==> config.mk <==
export PLATFORM = sky130hd
export DESIGN_NAME = iack_vec_chain
export DESIGN_NICKNAME = d
export VERILOG_FILES = /design/src/rtl/iack_vec_pkg.sv /design/src/rtl/iack_cell.sv /design/src/rtl/vec_merge.sv /design/src/rtl/entry_addr_gen.sv /design/src/rtl/iack_vec_chain.sv
export SDC_FILE = /design/constraint.sdc
export NUM_CORES = 1
export LEC_CHECK = 0
export ABC_AREA = 1
export ABC_CLOCK_PERIOD_IN_PS = 1900
export BUFFER_PORTS_ARGS = -buffer_cell sky130_fd_sc_hd__buf_2
export CORE_MARGIN = 2
export CORE_UTILIZATION = 35
export CTS_CLUSTER_DIAMETER = 30
export DETAILED_ROUTE_END_ITERATION = 8
export PLACE_DENSITY = 0.69
export SLEW_MARGIN = 40
export SYNTH_ARGS = -nofsm -noshare
export SYNTH_HDL_FRONTEND = slang
export SYNTH_SLANG_ARGS = --single-unit
==> constraint.sdc <==
create_clock -name clk -period 1.9 [get_ports clk]
set_input_delay 0.095 -clock clk [delete_from_list [all_inputs] [get_ports clk]]
set_output_delay 0.095 -clock clk [all_outputs]
set_load 0.005 [all_outputs]
==> src/rtl/iack_vec_pkg.sv <==
package iack_vec_pkg;
  // Each handler-table entry is four bytes wide.
  localparam int unsigned ENTRY_SHIFT = 2;

  // Mask that clears the sub-entry bits of an address of width w.
  function automatic logic [63:0] align_mask(input int unsigned w);
    logic [63:0] m;
    m = '1;
    m[ENTRY_SHIFT-1:0] = '0;
    if (w < 64) m = m & ((64'd1 << w) - 64'd1);
    return m;
  endfunction
endpackage

==> src/rtl/iack_cell.sv <==
module iack_cell (
  input  logic clk,
  input  logic rst_n,
  input  logic ack_in,
  input  logic req,
  input  logic chain_busy,
  output logic ack_out,
  output logic hold
);
  logic held_q;
  logic absorb;
  logic held_d;

  // A holder absorbs; an idle requester absorbs only when the chain is free.
  assign absorb  = held_q | (req & ~chain_busy);
  assign ack_out = ack_in & ~absorb;
  assign held_d  = ack_in & req & (held_q | ~chain_busy);

  always_ff @(posedge clk) begin
    if (!rst_n) held_q <= 1'b0;
    else        held_q <= held_d;
  end

  assign hold = held_q;


  cell_absorb_chk: assert property (@(posedge clk) disable iff (!rst_n)
    (req && !chain_busy) |-> !ack_out);
endmodule

==> src/rtl/vec_merge.sv <==
module vec_merge #(
  parameter int unsigned N  = 4,
  parameter int unsigned VW = 8
) (
  input  logic [N-1:0]    hold,
  input  logic [N*VW-1:0] vecs,
  output logic [VW-1:0]   vec_out,
  output logic            any_hold
);
  logic [VW-1:0] masked [N];

  for (genvar i = 0; i < N; i++) begin : g_mask
    assign masked[i] = hold[i] ? vecs[i*VW +: VW] : '0;
  end

  always_comb begin
    vec_out = '0;
    for (int i = 0; i < N; i++) vec_out = vec_out | masked[i];
  end

  assign any_hold = |hold;
endmodule

==> src/rtl/entry_addr_gen.sv <==
module entry_addr_gen #(
  parameter int unsigned AW = 16,
  parameter int unsigned VW = 8
) (
  input  logic          clk,
  input  logic          rst_n,
  input  logic          load,
  input  logic [AW-1:0] base_in,
  input  logic [VW-1:0] vec,
  output logic [AW-1:0] addr
);
  import iack_vec_pkg::*;

  localparam logic [AW-1:0] ALIGN = AW'(align_mask(AW));

  logic [AW-1:0] base_q;
  logic [AW-1:0] scaled;

  always_ff @(posedge clk) begin
    if (!rst_n)    base_q <= '0;
    else if (load) base_q <= base_in & ALIGN;
  end

  assign scaled = AW'({vec, {ENTRY_SHIFT{1'b0}}});
  assign addr   = base_q + scaled;


  addr_align_chk: assert property (@(posedge clk) disable iff (!rst_n)
    addr[ENTRY_SHIFT-1:0] == '0);
endmodule

==> src/rtl/iack_vec_chain.sv <==
module iack_vec_chain #(
  parameter int unsigned N  = 4,
  parameter int unsigned VW = 8,
  parameter int unsigned AW = 16
) (
  input  logic          clk,
  input  logic          rst_n,
  input  logic          iack_in,
  input  logic [N-1:0]  dev_req,
  input  logic [N*VW-1:0] dev_vec,
  input  logic          base_load,
  input  logic [AW-1:0] base_in,
  output logic          iack_tail,
  output logic [N-1:0]  drive_en,
  output logic          vec_valid,
  output logic [VW-1:0] vec_data,
  output logic [AW-1:0] entry_addr
);
  logic [N:0]   ack_chain;
  logic [N-1:0] hold;
  logic         busy;

  assign ack_chain[0] = iack_in;
  assign busy         = |hold;

  for (genvar i = 0; i < N; i++) begin : g_cell
    iack_cell u_cell (
      .clk        (clk),
      .rst_n      (rst_n),
      .ack_in     (ack_chain[i]),
      .req        (dev_req[i]),
      .chain_busy (busy),
      .ack_out    (ack_chain[i+1]),
      .hold       (hold[i])
    );
  end

  assign iack_tail = ack_chain[N];
  assign drive_en  = hold;

  vec_merge #(.N(N), .VW(VW)) u_merge (
    .hold     (hold),
    .vecs     (dev_vec),
    .vec_out  (vec_data),
    .any_hold (vec_valid)
  );

  entry_addr_gen #(.AW(AW), .VW(VW)) u_addr (
    .clk     (clk),
    .rst_n   (rst_n),
    .load    (base_load),
    .base_in (base_in),
    .vec     (vec_data),
    .addr    (entry_addr)
  );


  single_driver_chk: assert property (@(posedge clk) disable iff (!rst_n)
    $onehot0(drive_en));


  valid_match_chk: assert property (@(posedge clk) disable iff (!rst_n)
    vec_valid == (drive_en != '0));


  tail_quiet_chk: assert property (@(posedge clk) disable iff (!rst_n)
    (drive_en != '0) |-> !iack_tail);


  grant_sticky_chk: assert property (@(posedge clk) disable iff (!rst_n)
    ((drive_en & dev_req) != '0 && iack_in) |=> drive_en == $past(drive_en));


  ack_drop_chk: assert property (@(posedge clk) disable iff (!rst_n)
    !iack_in |=> !vec_valid);
endmodule

==> impl_metrics.env, run 1 <==
export IMPL_avgRoutedWirePerCell_um=12.3
export IMPL_crit_family="simple AND/OR/NAND/NOR gates"
export IMPL_seq_area_frac_synth=0.239
export IMPL_synth_cells=244
export IMPL_vias=1910
export IMPL_fin_ws_ns=-0.314
export IMPL_hold_ws_ns=0.0557
export IMPL_syn_to_final_growth_pct=63.0
export IMPL_holdPathEnd="u_addr.base_q[2]"
export IMPL_pin_count=86
export IMPL_syn_avg_cell_area_sq_um=6.19
export IMPL_min_delay_path_depth=3
export IMPL_clock_path_buffers=2
export IMPL_fin_util=0.603
export IMPL_nets=416
export IMPL_drive_gt1_frac=0.480
export IMPL_required_ns=1.80
export IMPL_power_density_nw_per_um2=482
export IMPL_worstSetupPathType="flip-flop to output port"
export IMPL_crit_chain="buf_6 > nand2_2 > nand4_1 > ha_1 > or2_4 > nand2_2 > nor2_1 > nor2_1 > xnor2_1 > buf_2"
export IMPL_worst_path_max_delay_cell="ha_1"
export IMPL_crit_buf_inv=2
export IMPL_grt_max_degree=20
export IMPL_p_leak_nw=1.36
export IMPL_status="finished with violations"
export IMPL_setup_viol=11
export IMPL_ys_types=28
export IMPL_ctsHoldBuffers=0
export IMPL_pwr_share_seq=0.360
export IMPL_cts_tree="yes"
export IMPL_ys_warn_count=0
export IMPL_maxCapViolCount=0
export IMPL_die_x_um=69.7
export IMPL_insertion_delay_ns=0.25
export IMPL_comb_power_share=0.380
export IMPL_fin_cells=400
export IMPL_p_clk_frac=0.259
export IMPL_finalMaxSlewViolations=0
export IMPL_grt_ovfl_total=0
export IMPL_violations="negative setup slack"
export IMPL_max_freq_mhz=452
export IMPL_hp_start="base_in[2]"
export IMPL_start_util=0.370
export IMPL_fin_area_sq_um=2460
export IMPL_synthArstFlopShare=0
export IMPL_rows=23
export IMPL_antenna_found_initial=0
export IMPL_postRouteAntennaNets=0
export IMPL_grt_usage=0.191
export IMPL_startpoint_type="flip-flop"
export IMPL_finalClockSkew_ns=0.000916
export IMPL_startpoint="g_cell[1].u_cell.hold"
export IMPL_vias_per_cell=4.78
export IMPL_crit_fanout=4
export IMPL_critPathMaxStageDelay_ns=0.38
export IMPL_place_inst=380
export IMPL_rsz0062_at_grt="true"
export IMPL_rr_worst_depth=8
export IMPL_synth_seq_cells=18
export IMPL_ys_flop_type="dfxtp_1"
export IMPL_clk_pin_slew_ns=0.07
export IMPL_drcViolationCount=0
export IMPL_vdd_ir_drop_max_mv=0.468
export IMPL_power_switching_w=0.000367
export IMPL_hold_violations=0
export IMPL_min_period_ns=2.21
export IMPL_htreeDepth=1
export IMPL_internal_power_w=0.000820
export IMPL_port_buffers=81
export IMPL_hold_class="input port to flip-flop"
export IMPL_placed_area_sq_um=2020
export IMPL_post_dp_hpwl_um=3480
export IMPL_first_global_vias=1763
export IMPL_swShare=0.309
export IMPL_rrSetupSlack_ns=0.63
export IMPL_synth_edf_count=0
export IMPL_fillers=383
export IMPL_synth_area_sq_um=1510
export IMPL_die_h_um=69.7
export IMPL_clkSinkCount=18
export IMPL_dieArea_sq_um=4860
export IMPL_drt_iter0_drc=80
export IMPL_antenna_cells=0
export IMPL_finalCritPeriodShare=1.17
export IMPL_r2r_end="g_cell[3].u_cell.hold"
export IMPL_gp_routability_congestion=0.814
export IMPL_grt_pass1_wl_um=7710
export IMPL_cts_root_buf="clkbuf_8"
export IMPL_drtPass1Iterations=4
export IMPL_timing_rr_start="g_cell[3].u_cell.hold"
export IMPL_routed_wl_um=4900
export IMPL_cp_data_arrival_time_ns=2.12
export IMPL_end_kind="output port"
export IMPL_cts_made_buffers=3
export IMPL_place_ws_ns=-0.0592
export IMPL_core_sq_um=4090
[layout by cell type (no fill, tap or decap), types with 2 or more instances in the layout]
master / n
buf_6: 8
nand3_1: 10
conb_1: 2
nor2_4: 4
xor2_1: 5
nand4_1: 10
buf_2: 80
nor2_1: 27
nand2_4: 4
nand3_4: 5
inv_2: 5
ha_4: 6
inv_1: 22
nand3_2: 2
o21ai_0: 15
a21o_1: 2
a21oi_1: 8
nand2_1: 61
nand2_2: 14
clkbuf_8: 4
buf_4: 27
nor3_1: 2
dfxtp_4: 4
dfxtp_1: 14
[worst max-delay path by stage]
stage	to	depth (start not counted)
final	entry_addr[8]	10
after global routing	entry_addr[8]	11
after CTS	entry_addr[8]	10
after detailed placement	entry_addr[15]	13
after global placement	entry_addr[15]	13
after floorplan	entry_addr[14]	12
[power groups by stage]
stage               Clock (W)  Combinational, W  Sequential, W
floorplan                   0          0.000183       0.000422
global placement            0          0.000332       0.000431
detailed placement          0          0.000335       0.000432
CTS                  0.000314          0.000397       0.000425
global route         0.000332          0.000495       0.000430
finish               0.000308          0.000451       0.000428
[area by class of cell]
cell class | instances | area [sq um] | share of cell area
multi-input cells | 186 | 1170 | 0.477
well taps | 50 | 62.6 | 0.0254
flip-flops and latches | 18 | 375 | 0.152
repair buffers | 115 | 693 | 0.282
clock buffers | 4 | 55.1 | 0.0224
inverters | 27 | 101 | 0.0412
[layer usage]
metal  wire (um)  track usage  share of wire
met1        2140        0.247           0.44
met5           0            0              0
met3         229       0.0174          0.047
met2        2420        0.325           0.49
met4         116       0.0769          0.024
[tightest hold or removal path, stage by stage]
cell	delay, ns
buf_2	0.07
nor2_1	0.03
nor2_1	0.08
[what timing repair did]
item,CTS,global route
endpoints found under the setup margin,12,13
pin swaps,15,15
buffers inserted,12,8
endpoints found under the hold margin,0,0
gates resized for setup,32,28
[stage by stage]
step	setup TNS, ns	total power (W)
after floorplan	0	0.000605
after global placement	-0.201	0.000763
after detailed placement	-0.340	0.000766
after CTS	-2.22	0.00114
after global routing	-3.76	0.00126
final	-2.42	0.00119
[Yosys cell counts (3+ instances only)]
cell type | n | area, sq um
a21oi_1 | 8 | 40.0
buf_2 | 4 | 20.0
buf_4 | 9 | 67.6
dfxtp_1 | 18 | 360
ha_1 | 8 | 100
inv_1 | 24 | 90.1
inv_2 | 3 | 11.3
nand2_1 | 77 | 289
nand3_1 | 13 | 65.1
nand3_2 | 3 | 30.0
nand4_1 | 10 | 62.6
nor2_1 | 29 | 109
o21ai_0 | 15 | 75.1
xor2_1 | 5 | 43.8
[registers in the layout, indices dropped and copies added (netlist names)]
name and cells:
g_cell.u_cell.hold 4, u_addr.base_q 14
[cell families (layout without fill, tap and decap cells)]
kind of cell / after synthesis / count (layout) / synth area share
compound gates: 28 / 28 / 0.100
xor+xnor: 7 / 7 / 0.0406
flops: 18 / 18 / 0.239
simple gates: 140 / 140 / 0.410
fa+ha+maj: 9 / 9 / 0.0795
other cells: 1 / 2 / 0.00248
buf+inv: 41 / 146 / 0.128
Power figures use the tool's default switching activity.
==> run 2: changes to the inputs <==
BUFFER_PORTS_ARGS = -buffer_cell sky130_fd_sc_hd__buf_4   (was -buffer_cell sky130_fd_sc_hd__buf_2)
==> run 2 against run 1 <==
The run still ends with negative setup slack left. Clock power hardly changed. Worst hold slack better by 0.0018 ns. Via count down 0.52%. Clock skew about the same. First-iteration DRC count decreased by 36%. Final area up 6.1%. Global-route usage down 0.059 points. Largest cell class unchanged.
==> impl_metrics.env, run 2 (same netlist as run 1, synthesis figures left out) <==
export IMPL_status="finished with violations"
export IMPL_violations="negative setup slack"
export IMPL_vdd_ir_drop_max_mv=0.519
export IMPL_layout_commonest_cell="buf_4"
export IMPL_largest_register_ffs=14
export IMPL_clk_pin_slew_ns=0.07
export IMPL_max_freq_mhz=451
export IMPL_fin_util=0.640
export IMPL_place_ws_ns=-0.0877
export IMPL_post_dp_hpwl_um=3700
export IMPL_antenna_cells=0
export IMPL_end_kind="output port"
export IMPL_min_period_ns=2.22
export IMPL_hold_class="input port to flip-flop"
export IMPL_antenna_found_initial=0
export IMPL_p_leak_nw=1.39
export IMPL_power_density_nw_per_um2=468
export IMPL_grt_pass1_wl_um=7650
export IMPL_rsz0062_at_grt="true"
export IMPL_fin_area_sq_um=2610
export IMPL_finalCritPeriodShare=1.17
export IMPL_placed_area_sq_um=2250
export IMPL_insertion_delay_ns=0.25
export IMPL_start_util=0.370
export IMPL_crit_fanout=5
export IMPL_setup_viol=12
export IMPL_clock_path_buffers=2
export IMPL_first_global_vias=1737
export IMPL_final_cell_mix="107 x buf_4, 63 x nand2_1, 27 x nor2_1, 23 x inv_1"
export IMPL_drtPass1Iterations=4
export IMPL_pin_count=86
export IMPL_htreeDepth=1
export IMPL_syn_to_final_growth_pct=73.1
export IMPL_vias=1900
export IMPL_vias_per_cell=4.74
export IMPL_routed_wl_um=5050
export IMPL_maxCapViolCount=0
export IMPL_grt_max_degree=20
export IMPL_cp_data_arrival_time_ns=2.12
export IMPL_hold_violations=0
export IMPL_nets=417
export IMPL_cts_made_buffers=3
export IMPL_ctsHoldBuffers=0
export IMPL_fin_tns_setup_ns=-2.79
export IMPL_grt_ovfl_total=0
export IMPL_finalMaxSlewViolations=0
export IMPL_drcViolationCount=0
export IMPL_die_x_um=69.7
export IMPL_drt_iter0_drc=51
export IMPL_cts_tree="yes"
export IMPL_drive_gt1_frac=0.467
export IMPL_die_h_um=69.7
export IMPL_startpoint_type="flip-flop"
export IMPL_required_ns=1.80
export IMPL_fin_ws_ns=-0.316
export IMPL_postRouteAntennaNets=0
export IMPL_largest_register="u_addr.base_q"
export IMPL_worstSetupPathType="flip-flop to output port"
export IMPL_core_sq_um=4090
export IMPL_avgRoutedWirePerCell_um=12.6
export IMPL_port_buffers=81
export IMPL_clkSinkCount=18
export IMPL_finalClockSkew_ns=0.000631
export IMPL_grt_usage=0.190
export IMPL_rows=23
export IMPL_gp_routability_congestion=0.791
export IMPL_cts_root_buf="clkbuf_8"
export IMPL_dieArea_sq_um=4860
## run 2: timing repair
action | 4_1_cts | 5_1_grt
buffers inserted | 10 | 6
hold endpoints to repair | 0 | 0
setup endpoints to repair | 12 | 12
pin swaps | 11 | 26
gates resized for setup | 26 | 22
## run 2: path summary, 6_finish.rpt
check	from	to	slack [ns]	cells past startpoint
setup / recovery	g_cell[2].u_cell.hold	entry_addr[10]	-0.32	10
hold / removal	base_in[2]	u_addr.base_q[2]	0.06	3
setup reg to reg	g_cell[3].u_cell.hold	g_cell[3].u_cell.hold	0.62	8
hold reg to reg	u_addr.base_q[15]	u_addr.base_q[15]	0.49	2
## run 2: final cells by class
type / instances / area, sq um
tap: 50 / 62.6
clock buffer: 4 / 55.1
timing repair buffer: 116 / 905
fill: 347 / 1470
multi-input combinational: 186 / 1110
inverter: 27 / 101
sequential: 18 / 375
## run 2: power by group
group / internal (W) / switching (W)
clock network: 0.000184 / 0.000125
registers: 0.000397 / 0.0000290
logic: 0.000284 / 0.000203
## run 2: stage by stage
step	power (W)	hold slack (ns)	cells
3_3_place_gp	0.000827	0.319	383
4_1_cts	0.00118	0.0587	396
3_5_place_dp	0.000832	0.323	383
6_report	0.00122	0.0575	401
2_1_floorplan	0.000605	0.221	245
5_1_grt	0.00129	0.0629	401
## run 2: layer usage
layer,track usage,vias up,share of wire
li1,-,984,-
met1,0.240,861,0.43
met2,0.341,49,0.51
met3,0.0160,6,0.046
met4,0.0577,0,0.016
met5,0,-,0
## run 2: critical path, stage by stage, from the launching register on
cell and delay [ns]:
dfxtp_4 0.37, buf_6 0.12, nand2_1 0.06, nand4_1 0.22
ha_4 0.38, nand2_4 0.05, nor2_2 0.13, nand3_2 0.12
nand3_4 0.11, xor2_1 0.16, buf_4 0.13
